$ cat src/rtl/bt656_pkg.sv
package bt656_pkg;

  typedef enum logic [1:0] {
    PH_CB = 2'd0,
    PH_Y0 = 2'd1,
    PH_CR = 2'd2,
    PH_Y1 = 2'd3
  } phase_e;

  typedef struct packed {
    logic f;
    logic v;
    logic h;
  } tstat_t;

  function automatic logic [3:0] prot_nibble(input logic f, input logic v, input logic h);
    return {v ^ h, f ^ h, f ^ v, f ^ v ^ h};
  endfunction

endpackage

$ cat src/rtl/bt656_trs_hunt.sv
module bt656_trs_hunt #(
  parameter int DW = 8
) (
  input  logic          clk,
  input  logic          rst_n,
  input  logic          acc,
  input  logic [DW-1:0] data,
  output logic          pre_byte,
  output logic          xy_byte
);
  localparam logic [DW-1:0] ALL1 = '1;
  localparam logic [DW-1:0] ZERO = '0;

  logic [1:0] pc, pc_n;

  always_comb begin
    xy_byte  = (pc == 2'd3);
    pre_byte = 1'b0;
    pc_n     = 2'd0;
    if (xy_byte) begin
      pre_byte = 1'b1;
      pc_n     = (data == ALL1) ? 2'd1 : 2'd0;
    end else if (data == ALL1) begin
      pre_byte = 1'b1;
      pc_n     = 2'd1;
    end else if ((pc == 2'd1 || pc == 2'd2) && data == ZERO) begin
      pre_byte = 1'b1;
      pc_n     = pc + 2'd1;
    end
  end

  always_ff @(posedge clk) begin
    if (!rst_n) pc <= 2'd0;
    else if (acc) pc <= pc_n;
  end

  // after an accepted FFh the matcher always sits at prefix position 1
  p_ff_restarts_r10: assert property (@(posedge clk) disable iff (!rst_n)
    (acc && data == ALL1 && pc != 2'd3) |=> (pc == 2'd1));

endmodule

$ cat src/rtl/bt656_xy_check.sv
module bt656_xy_check
  import bt656_pkg::*;
#(
  parameter int DW = 8
) (
  input  logic [DW-1:0] data,
  output tstat_t        stat,
  output logic          good
);
  logic [7:0] code;

  assign code   = data[DW-1 -: 8];
  assign stat.f = code[6];
  assign stat.v = code[5];
  assign stat.h = code[4];
  assign good   = code[7] && (code[3:0] == prot_nibble(code[6], code[5], code[4]));

endmodule

$ cat src/rtl/bt656_frame_state.sv
module bt656_frame_state
  import bt656_pkg::*;
(
  input  logic   clk,
  input  logic   rst_n,
  input  logic   xy_stb,
  input  logic   good,
  input  tstat_t stat,
  output logic   fld,
  output logic   vblank,
  output logic   hblank,
  output logic   sol,
  output logic   sof,
  output logic   fchg,
  output logic   perr
);
  logic arm;

  always_ff @(posedge clk) begin
    if (!rst_n) begin
      fld    <= 1'b0;
      vblank <= 1'b1;
      hblank <= 1'b1;
      arm    <= 1'b0;
      sol    <= 1'b0;
      sof    <= 1'b0;
      fchg   <= 1'b0;
      perr   <= 1'b0;
    end else begin
      sol  <= 1'b0;
      sof  <= 1'b0;
      fchg <= 1'b0;
      perr <= 1'b0;
      if (xy_stb) begin
        if (!good) begin
          perr <= 1'b1;
        end else begin
          fld    <= stat.f;
          vblank <= stat.v;
          hblank <= stat.h;
          fchg   <= (stat.f != fld);
          sol    <= !stat.h;
          if (stat.v) begin
            arm <= 1'b1;
          end else if (!stat.h && arm) begin
            sof <= 1'b1;
            arm <= 1'b0;
          end
        end
      end
    end
  end

  // a field start is always also a line start
  p_sof_with_sol_r5: assert property (@(posedge clk) disable iff (!rst_n)
    sof |-> sol);
  // a line start leaves the line out of horizontal blanking
  p_sol_in_line_r4: assert property (@(posedge clk) disable iff (!rst_n)
    sol |-> !hblank);
  // a rejected status byte leaves the timing flags untouched
  p_perr_keeps_state_r3: assert property (@(posedge clk) disable iff (!rst_n)
    perr |-> ($stable(fld) && $stable(vblank) && $stable(hblank) && !sol));

endmodule

$ cat src/rtl/bt656_sample_sort.sv
module bt656_sample_sort
  import bt656_pkg::*;
#(
  parameter int DW = 8
) (
  input  logic          clk,
  input  logic          rst_n,
  input  logic          s_valid,
  input  logic [DW-1:0] s_data,
  input  logic          pre_byte,
  input  logic          xy_byte,
  input  logic          active,
  output logic          s_ready,
  input  logic          smp_ready,
  output logic          smp_valid,
  output logic [DW-1:0] smp_data,
  output logic          smp_luma,
  output logic          smp_cr,
  output logic          fill_err
);
  localparam logic [DW-1:0] FILL_C = {1'b1, {(DW-1){1'b0}}};
  localparam logic [DW-1:0] FILL_Y = {4'b0001, {(DW-4){1'b0}}};

  phase_e        ph;
  logic          acc, pass;
  logic [DW-1:0] fill_exp;

  assign s_ready  = !smp_valid || smp_ready;
  assign acc      = s_valid && s_ready;
  assign pass     = acc && !pre_byte;
  assign fill_exp = ph[0] ? FILL_Y : FILL_C;

  always_ff @(posedge clk) begin
    if (!rst_n) begin
      ph        <= PH_CB;
      smp_valid <= 1'b0;
      smp_data  <= '0;
      smp_luma  <= 1'b0;
      smp_cr    <= 1'b0;
      fill_err  <= 1'b0;
    end else begin
      fill_err <= pass && !active && (s_data != fill_exp);
      if (acc && xy_byte) ph <= PH_CB;
      else if (pass)      ph <= phase_e'(ph + 2'd1);
      if (s_ready) begin
        smp_valid <= pass && active;
        if (pass && active) begin
          smp_data <= s_data;
          smp_luma <= ph[0];
          smp_cr   <= (ph == PH_CR);
        end
      end
    end
  end

  // a stalled sample is held unchanged
  p_hold_stall_r11: assert property (@(posedge clk) disable iff (!rst_n)
    (smp_valid && !smp_ready) |=> (smp_valid && $stable(smp_data) && $stable(smp_luma) && $stable(smp_cr)));
  // an all-ones byte never leaves as a sample
  p_no_ff_sample_r10: assert property (@(posedge clk) disable iff (!rst_n)
    smp_valid |-> (smp_data != '1));
  // a fill error coincides with no fresh sample
  p_fill_no_sample_r9: assert property (@(posedge clk) disable iff (!rst_n)
    fill_err |-> !smp_valid);

endmodule

$ cat src/rtl/bt656_timing_dec.sv
module bt656_timing_dec
  import bt656_pkg::*;
#(
  parameter int DW = 8
) (
  input  logic          clk,
  input  logic          rst_n,
  input  logic          s_valid,
  output logic          s_ready,
  input  logic [DW-1:0] s_data,
  output logic          smp_valid,
  input  logic          smp_ready,
  output logic [DW-1:0] smp_data,
  output logic          smp_luma,
  output logic          smp_cr,
  output logic          field_id,
  output logic          vblank,
  output logic          hblank,
  output logic          line_start,
  output logic          field_start,
  output logic          field_change,
  output logic          prot_err,
  output logic          fill_err
);
  logic   acc, pre_byte, xy_byte, xy_stb, good, active;
  tstat_t stat;

  assign acc    = s_valid && s_ready;
  assign xy_stb = acc && xy_byte;
  assign active = !hblank && !vblank;

  bt656_trs_hunt #(.DW(DW)) u_hunt (
    .clk(clk), .rst_n(rst_n), .acc(acc), .data(s_data),
    .pre_byte(pre_byte), .xy_byte(xy_byte)
  );

  bt656_xy_check #(.DW(DW)) u_xy (
    .data(s_data), .stat(stat), .good(good)
  );

  bt656_frame_state u_state (
    .clk(clk), .rst_n(rst_n), .xy_stb(xy_stb), .good(good), .stat(stat),
    .fld(field_id), .vblank(vblank), .hblank(hblank),
    .sol(line_start), .sof(field_start), .fchg(field_change), .perr(prot_err)
  );

  bt656_sample_sort #(.DW(DW)) u_sort (
    .clk(clk), .rst_n(rst_n), .s_valid(s_valid), .s_data(s_data),
    .pre_byte(pre_byte), .xy_byte(xy_byte), .active(active),
    .s_ready(s_ready), .smp_ready(smp_ready), .smp_valid(smp_valid),
    .smp_data(smp_data), .smp_luma(smp_luma), .smp_cr(smp_cr),
    .fill_err(fill_err)
  );

  // a fresh sample is only produced from inside the picture area
  p_sample_in_picture_r8: assert property (@(posedge clk) disable iff (!rst_n)
    (s_ready && s_valid && !active) |=> !smp_valid);

endmodule

$ cat config.mk
export PLATFORM = sky130hd
export DESIGN_NAME = bt656_timing_dec
export DESIGN_NICKNAME = d
export VERILOG_FILES = /design/src/rtl/bt656_pkg.sv /design/src/rtl/bt656_trs_hunt.sv /design/src/rtl/bt656_xy_check.sv /design/src/rtl/bt656_frame_state.sv /design/src/rtl/bt656_sample_sort.sv /design/src/rtl/bt656_timing_dec.sv
export SDC_FILE = /design/constraint.sdc
export NUM_CORES = 1
export LEC_CHECK = 0
export ABC_AREA = 1
export BUFFER_PORTS_ARGS = -buffer_cell sky130_fd_sc_hd__buf_4
export CAP_MARGIN = 20
export CORE_MARGIN = 2
export CORE_UTILIZATION = 25
export CTS_CLUSTER_SIZE = 28
export DETAILED_ROUTE_END_ITERATION = 7
export SKIP_CTS_REPAIR_TIMING = 1
export SLEW_MARGIN = 40
export SYNTH_ARGS = -nofsm -noshare
export SYNTH_HDL_FRONTEND = slang
export SYNTH_SLANG_ARGS = --single-unit
$ cat constraint.sdc
create_clock -name clk -period 1.5 [get_ports clk]
set_clock_uncertainty 0.15 [all_clocks]
set_input_delay 0.3 -clock clk [delete_from_list [all_inputs] [get_ports clk]]
set_output_delay 0.3 -clock clk [all_outputs]
set_load 0.02 [all_outputs]
# After elaboration in Yosys (flattened, before gate mapping)
# Index checks and enable logic that the tools add are counted.
[totals]
register_bits = 24
out_inout_bits = 20
word_cells = 71
[classes]
n_addsub = 2
n_eq_ne = 8
muxes = 12
n_bitwise = 7
reduce_logical = 27
[op_table]
columns = ["cell", "n"]
rows = [
  ["logical AND 1 bit", 10],
  ["== test 8 bit (second input constant)", 1],
  ["logical NOT 8 bit", 1],
  ["2-to-1 mux 1 bit", 8],
  ["2-to-1 mux 8 bit", 1],
  ["!= test 8 bit", 1],
  ["== test 2 bit (second input constant)", 3],
  ["logical NOT 1 bit", 6],
  ["2-to-1 mux 2 bit", 3],
  ["AND reduction 2 bit", 3],
  ["AND reduction 3 bit", 2],
  ["adder 2 x 1 -> 2 bit (second input constant)", 2],
  ["== test 4 bit", 1],
  ["OR reduction 4 bit", 1],
  ["bitwise XOR 1 bit", 4],
  ["NOT 1 bit", 3],
  ["== test 2 x 1 -> 1 bit (second input constant)", 1],
  ["logical OR 1 bit", 2],
  ["nonzero test 2 bit", 1],
  ["OR reduction 2 bit", 1],
  ["!= test 1 bit", 1],
]

# Depth between registers and ports, before layout
# Gate-level depths: netlist (run 1).
[depth]
depth_word = 10
ltp_mapped = 11
ltp_nobuf = 10

# Hierarchy
# From an unflattened synthesis (run 1), not the netlist that was laid out.
[unflattened]
hier_cells = 209
hier_area_um2 = 1322.5
[by_module_without_submodules]
columns = ["module", "n_inst", "cells_each", "area_each_um2", "seq_area_each_um2"]
rows = [
  ["bt656_sample_sort", 1, 95, 646.9, 280.3],
  ["bt656_frame_state", 1, 32, 277.8, 160.2],
  ["bt656_trs_hunt", 1, 35, 193.9, 40.0],
  ["bt656_xy_check", 1, 42, 182.7, 0.0],
  ["bt656_timing_dec", 1, 5, 21.3, 0.0],
]

# Worst setup path after synthesis (run 1)
# OpenSTA, ideal clock, no wires.
[synth_path]
path_type = "input to register"
from = "in s_data[4]"
to = "reg u_state.vblank"
setup_ns = 0.130
arrival_ns = 1.258
required_ns = 1.220
setup_slack_ns = -0.038
stages = 10
n_path_buf = 0
cell_sequence = "inv_2 > ha_1 > nand2_1 > nand2_1 > nor2_1 > nand2_1 > nor2_4 > nand3_1 > nand2_1 > nand3_1"
[synth_via]
elab_chain_len = 4
[synth_lines]
columns = ["element", "line_no", "rtl"]
rows = [
  ["start: declaration", "bt656_timing_dec.sv:10", "input logic [DW-1:0] s_data,"],
  ["bitwise XOR 1 bit", "bt656_pkg.sv:17", "return {v ^ h, f ^ h, f ^ v, f ^ v ^ h};"],
  ["== test 4 bit (*)", "bt656_xy_check.sv:16", "assign good = code[7] && (code[3:0] == prot_nibble(code[6], code[5], code[4]));"],
  ["logical AND 1 bit (*)", "bt656_xy_check.sv:16", ""],
  ["AND reduction 2 bit (no source line) (*)", "--", ""],
  ["end signal: assignment", "bt656_frame_state.sv:39", "vblank <= stat.v;"],
  ["end: declaration", "bt656_frame_state.sv:10", "output logic vblank,"],
]
# Mark *: on every way between the ends. The rest lies on a longest branch, timed or not.
# A chain may end at the register's enable or synchronous reset.

# Final worst setup path (run 1)
[layout_path]
from = "reg u_hunt.pc[0]"
to = "reg u_sort.smp_data[3]"
[layout_via]
elab_chain_len = 10
[layout_lines]
columns = ["element", "line_no", "rtl"]
rows = [
  ["start: declaration", "bt656_trs_hunt.sv:14", "logic [1:0] pc, pc_n;"],
  ["start signal: assignment", "bt656_trs_hunt.sv:34", "else if (acc) pc <= pc_n;"],
  ["== test 2 x 1 -> 1 bit or == test 2 bit (tied branches)", "bt656_trs_hunt.sv:26", "end else if ((pc == 2'd1 || pc == 2'd2) && data == ZERO) begin"],
  ["logical OR 1 bit", "bt656_trs_hunt.sv:26", ""],
  ["logical AND 1 bit", "bt656_trs_hunt.sv:26", ""],
  ["2-to-1 mux 1 bit", "bt656_trs_hunt.sv:26", ""],
  ["2-to-1 mux 1 bit", "bt656_trs_hunt.sv:23", "end else if (data == ALL1) begin"],
  ["2-to-1 mux 1 bit (*)", "bt656_trs_hunt.sv:20", "if (xy_byte) begin"],
  ["logical NOT 1 bit (*)", "bt656_sample_sort.sv:30", "assign pass = acc && !pre_byte;"],
  ["logical AND 1 bit (*)", "bt656_sample_sort.sv:30", ""],
  ["logical AND 1 bit (*)", "bt656_sample_sort.sv:47", "if (pass && active) begin"],
  ["AND reduction 2 bit (no source line) (*)", "--", ""],
  ["end signal: assignment", "bt656_sample_sort.sv:48", "smp_data <= s_data;"],
  ["end: declaration", "bt656_sample_sort.sv:16", "output logic [DW-1:0] smp_data,"],
]
# Marked as above.

==> metrics.yaml, run 1 <==
setup_path:
  crit_path_cell_trace: "ha_4 -> nand2_2 -> nor3_2 -> nand2_2 -> nand3_4 -> clkbuf_16 -> nand2_1 -> nand2_1 -> nor2_1"
  path_class: "flip-flop to flip-flop"
  crit-reg2reg-launch: "u_hunt.pc[0]$_SDFFE_PN0N_"
  end_kind: "flip-flop"
  slowest_delay_ns: 0.34
  r2r-end: "u_sort.smp_data[3]$_SDFFE_PN0P_"
  crit_fanout: 5
  startpoint: "u_hunt.pc[0]$_SDFFE_PN0N_"
  crit_arrival_ns: 1.62
  start_kind: "flip-flop"
  r2r_setup_slack_ns: -0.09
  crit_slowest_cell: "dfxtp_2"
  r2r_cells: 9
  required_ns: 1.53
route:
  wl_per_cell_microns: 10.9
  wl_met2_microns: 1440
  wl_met3_microns: 138
  via_count: 1216
  vias_per_cell: 4.30
  wl_met1_microns: 1460
  drtAntennaViolNets: 0
  route.detailed.drc: 0
  dr.pass1.iters: 4
  drt-initial-drc-count: 39
  top_layer: "met4"
  routed_wl_microns: 3080
clocking:
  cts.sinks: 24
  worstSkewPairLatency_ns: 0.27
  cts-root-buf: "clkbuf_8"
  path_clk_slew_ns: 0.09
  htreeDepth: 1
  cts_tree: "done"
  clk_path_buf_depth: 2
  cts_inserted_buffers: 3
power_and_ir_drop:
  cellPowerDensity_nw_per_um2: 753
  power.leakage_nw: 0.910
  power.total_mw: 1.41
  peakVddDrop_mv: 0.321
synth:
  synth-main-ff-cell: "dfxtp_1"
  ys_types: 22
  avgSynthCellArea_sq_um: 6.82
  syn_inst: 176
  synth-seq-area-share_pct: 40.0
  async_flop_share_pct: 0
  synth_seq_cells: 24
  yosysTopAreaCell: "dfxtp_1"
  yosysTopAreaCellShare_pct: 40.0
  yosys-top-cells-area: "dfxtp_1 (40%), nand2_1 (17%), nor2_1 (10%)"
  syn_nets: 192
  synth_most_common_cell: "nand2_1"
  synth_commonest_cells: "nand2_1 (54), nor2_1 (33), dfxtp_1 (24)"
  synth_edf_count: 0
  synth_area_sq_um: 1200
  yosysWarnings: 0
outcome:
  violations: "setup timing"
  outcome: "finished, violations left"
sta:
  final_hold_viol_count: 0
  setup_viol: 14
  rsz0062_at_grt: "true"
  fin_ws_ns: -0.0909
  maxSlewHeadroom_pct: 72.7
  slew_violations: 0
  period_minus_slack_ns: 1.59
  fin_crit_sh_pct: 106
  max_clock_freq_ghz: 0.629
  tightest_slew_ns: 0.405
worst_hold_path:
  hold_path.class: "input port to flip-flop"
  whs_endpoint: "u_sort.smp_data[2]$_SDFFE_PN0P_"
  min_path_cells: 3
  hp-start: "s_data[2]"
floorplanning:
  io_pins: 32
  die-area_sq_um: 5380
  die_y_microns: 73.3
  die_w_microns: 73.3
  start_util_pct: 25.6
  fp-row-count: 25
  core_area_sq_um: 4690
grt:
  grtUsageTotal_pct: 10.6
  antenna_found_initial: 0
  grt.overflow.total: 0
  grt_pass1_vias: 1057
  grt_max_degree: 22
  grt_pass1_wl_microns: 4480
final_layout:
  nets: 246
  antenna_cells: 0
  multiInputGateArea_sq_um: 706
  post-route-util_pct: 39.9
  area_growth_pct: 55.7
  fill_cells: 495
  drive_gt1_share_pct: 41.0
  regArea_sq_um: 483
placed_design:
  place_congestion: 0.768
  io_buffer_count: 31
  post-place-ws_ns: -0.208
  dpl.hpwl_microns: 2100
flow_run:
  maxCapViolations: 0
==> critical path: cells and delay by family (launching register included) <==
family | cells | cell delay (ns)
adders and majority gates | 1 | 0.26
buffers and inverters | 1 | 0.16
and+or+nand+nor | 7 | 0.59
DFF | 1 | 0.34
==> cells by family (layout without fill, tap and decap cells) <==
family / after synthesis / after routing / synth area share [%]
AO/OA/AOI/OAI: 13 / 13 / 5.73
flip-flops: 24 / 24 / 40.0
buffers and inverters: 27 / 80 / 10.3
XOR/XNOR: 1 / 1 / 0.729
adder cells (fa/ha/maj): 4 / 4 / 4.17
AND/OR/NAND/NOR: 107 / 107 / 39.1
==> placed cells by master (no fill, tap or decap), types with 2 or more instances in the layout <==
cell	netlist	routed
buf_4	0	49
nand2_1	54	42
nor2_1	33	32
dfxtp_1	24	22
inv_1	19	17
nand2_2	3	13
a21oi_1	9	5
a21oi_2	0	4
inv_2	3	3
nor3_1	4	3
nand3_1	4	3
o21ai_0	3	3
nand4_1	3	3
clkbuf_8	0	3
nor2_4	2	2
nand2_4	0	2
ha_4	0	2
ha_1	4	2
clkbuf_16	0	2
dfxtp_2	0	2
==> stage by stage <==
stage / hold slack (ns) / area (sq um) / std cells / TNS [ns]
5_1_grt: 0.150 / 1870 / 283 / -2.70
3_3_place_gp: 0.296 / 1660 / 277 / -2.84
6_report: 0.125 / 1870 / 283 / -0.920
2_1_floorplan: 0.270 / 1230 / 176 / 0
3_5_place_dp: 0.292 / 1660 / 277 / -2.88
4_1_cts: 0.126 / 1730 / 281 / -0.0790
==> report_power, final <==
group	switching, mW	internal, mW
logic	0.100	0.0841
clock network	0.219	0.357
registers	0.00417	0.643
==> area by class of cell <==
type,count,share of cell area (%)
clock buffer,3,2.21
clock inverter,1,1.61
inverter,23,5.02
multi-input combinational,125,37.7
sequential,24,25.8
tap,54,3.61
timing repair buffer,53,24.0
==> layer usage <==
metal	vias up	GRT usage, %
met5	-	0
met4	0	4.24
met3	5	2.06
met2	31	16.9
met1	532	14.1
li1	648	-
==> worst max-delay path by stage <==
stage / end / slack [ns]
3_3_place_gp: u_state.hblank$_SDFFE_PN1P_ / -0.19
2_1_floorplan: u_state.hblank$_SDFFE_PN1P_ / 0.0002
4_1_cts: u_sort.ph[0]$_SDFFE_PP0P_ / -0.02
6_report: u_sort.smp_data[3]$_SDFFE_PN0P_ / -0.09
3_5_place_dp: u_state.hblank$_SDFFE_PN1P_ / -0.21
5_1_grt: u_sort.smp_data[3]$_SDFFE_PN0P_ / -0.20
==> flip-flops by register name (all words and copies together) (netlist names) <==
signal,flops
u_state.arm,1
u_state.vblank,1
u_sort.smp_luma,1
u_state.hblank,1
u_hunt.pc,2
u_sort.smp_valid,1
u_state.fld,1
u_state.sol,1
u_state.sof,1
u_state.perr,1
u_sort.ph,2
u_sort.smp_data,8
u_sort.smp_cr,1
u_state.fchg,1
u_sort.fill_err,1
Power figures use the tool's default switching activity.
==> run 2, diff against run 1 <==
--- a/config.mk
+++ b/config.mk
@@ -9,7 +9,7 @@
 export BUFFER_PORTS_ARGS = -buffer_cell sky130_fd_sc_hd__buf_4
 export CAP_MARGIN = 20
 export CORE_MARGIN = 2
-export CORE_UTILIZATION = 25
+export CORE_UTILIZATION = 35
 export CTS_CLUSTER_SIZE = 28
 export DETAILED_ROUTE_END_ITERATION = 7
 export SKIP_CTS_REPAIR_TIMING = 1
==> run 2 against run 1 <==
The flow still finishes with violations (setup timing). Maximum frequency increased by 0.21%. Setup slack improved by 0.0034 ns. Total power fell by 17%. Critical endpoint is now u_sort.smp_data[2]$_SDFFE_PN0P_.
==> metrics.yaml, run 2 (synthesis results as in run 1) <==
final_layout:
  final_cell_mix: "buf_4 (48), nand2_1 (42), nor2_1 (33)"
  fin_area_sq_um: 1820
  multiInputGateArea_sq_um: 698
  mostFrequentLayoutCell: "buf_4"
  regMostFlops: "u_sort.smp_data"
  drive_gt1_share_pct: 39.7
  regArea_sq_um: 484
  fill_cells: 332
  area_growth_pct: 51.6
  reg_top3: "u_sort.smp_data (8), u_hunt.pc (2), u_sort.ph (2)"
  largest_reg_flops: 8
  antenna_cells: 0
  nets: 246
route:
  route.detailed.drc: 0
  wl_per_cell_microns: 10.5
  drt-initial-drc-count: 17
  top_layer: "met4"
  dr.pass1.iters: 5
  wl_met2_microns: 1270
  via_count: 1190
  vias_per_cell: 4.33
  wl_met3_microns: 124
  routed_wl_microns: 2880
  wl_met1_microns: 1450
  drtAntennaViolNets: 0
sta:
  tightest_slew_ns: 0.380
  slew_violations: 0
  setup_viol: 13
  max_clock_freq_ghz: 0.630
  maxSlewHeadroom_pct: 74.4
  fin_crit_sh_pct: 106
  rsz0062_at_grt: "true"
  period_minus_slack_ns: 1.59
  holdWs_ns: 0.0876
  final_hold_viol_count: 0
  fin_ws_ns: -0.0875
clocking:
  path_clk_slew_ns: 0.13
  cts_tree: "done"
  worstSkewPairLatency_ns: 0.31
  cts-root-buf: "clkbuf_4"
  htreeDepth: 1
  cts_inserted_buffers: 3
  clk_path_buf_depth: 2
  cts.sinks: 24
floorplanning:
  core_area_sq_um: 3310
  die-area_sq_um: 3920
  io_pins: 32
  start_util_pct: 36.3
  die_w_microns: 62.6
  die_y_microns: 62.6
  fp-row-count: 21
placed_design:
  place_congestion: 0.796
  postPlaceCellArea_sq_um: 1630
  io_buffer_count: 31
  dpl.hpwl_microns: 2010
worst_hold_path:
  hold_path.class: "input port to flip-flop"
  whs_endpoint: "u_sort.smp_data[3]$_SDFFE_PN0P_"
  min_path_cells: 3
  hp-start: "s_data[3]"
setup_path:
  required_ns: 1.58
  r2r_cells: 9
  r2r-end: "u_sort.smp_data[2]$_SDFFE_PN0P_"
  crit-reg2reg-launch: "u_hunt.pc[1]$_SDFFE_PN0N_"
  crit_arrival_ns: 1.66
  path_class: "flip-flop to flip-flop"
  end_kind: "flip-flop"
  crit_fanout: 5
  r2r_setup_slack_ns: -0.09
  start_kind: "flip-flop"
grt:
  antenna_found_initial: 0
  grt_pass1_vias: 1046
  grt_pass1_wl_microns: 4470
  grt_max_degree: 22
  grtUsageTotal_pct: 14.0
  grt.overflow.total: 0
power_and_ir_drop:
  cellPowerDensity_nw_per_um2: 643
  peakVddDrop_mv: 0.384
  power.leakage_nw: 0.913
flow_run:
  maxCapViolations: 0
outcome:
  outcome: "finished, violations left"
  violations: "setup timing"
[run 2: cell count changes in the layout (fill, tap and decap cells not counted), sizes merged]
cell    delta
bufinv     -1
clkbuf     +1
[run 2: worst max-delay path by stage]
stage | endpoint | depth (start not counted) | slack [ns] | start
6_report | u_sort.smp_data[2]$_SDFFE_PN0P_ | 9 | -0.09 | u_hunt.pc[1]$_SDFFE_PN0N_
5_1_grt | u_sort.smp_data[7]$_SDFFE_PN0P_ | 9 | -0.17 | u_hunt.pc[1]$_SDFFE_PN0N_
4_1_cts | u_sort.smp_data[3]$_SDFFE_PN0P_ | 9 | -0.05 | u_hunt.pc[1]$_SDFFE_PN0N_
3_5_place_dp | u_state.hblank$_SDFFE_PN1P_ | 11 | -0.20 | s_data[5]
3_3_place_gp | u_state.hblank$_SDFFE_PN1P_ | 11 | -0.18 | s_data[4]
2_1_floorplan | u_state.hblank$_SDFFE_PN1P_ | 10 | 0.0002 | s_data[5]
[run 2: layer usage]
metal / GRT usage [%] / vias up
li1: - / 648
met1: 19.2 / 511
met2: 21.8 / 27
met3: 2.70 / 4
met4: 5.00 / 0
met5: 0 / -
[run 2: worst max-delay path, cell delays in order (launching register included)]
cell,delay [ns]
dfxtp_2,0.36
ha_4,0.27
nand2_4,0.05
nor3_4,0.11
nand2_2,0.10
nand3_4,0.17
clkbuf_16,0.17
nand2_2,0.04
nand2_1,0.05
nor2_1,0.04
[run 2: final cells by class]
class / instances / area share, %
sequential: 24 / 26.6
inverter: 23 / 5.02
tap: 46 / 3.16
clock buffer: 4 / 1.99
timing repair buffer: 53 / 24.9
multi-input combinational: 125 / 38.4
[run 2: through the flow]
stage / utilization, % / std cells / TNS (ns) / total power [mW] / setup slack, ns
floorplan: - / 176 / 0 / 0.748 / 0.000153
global placement: 49.3 / 267 / -2.64 / 0.831 / -0.183
detailed placement: 49.3 / 267 / -3.01 / 0.832 / -0.203
CTS: 50.4 / 271 / -0.475 / 1.17 / -0.0485
global route: 55.0 / 275 / -2.17 / 1.23 / -0.172
finish: 55.0 / 275 / -0.818 / 1.17 / -0.0875
[run 2: power by group]
group	internal (mW)	switching, mW
Combinational	0.0836	0.0975
Clock	0.148	0.193
Sequential	0.644	0.00395
Total	0.876	0.294
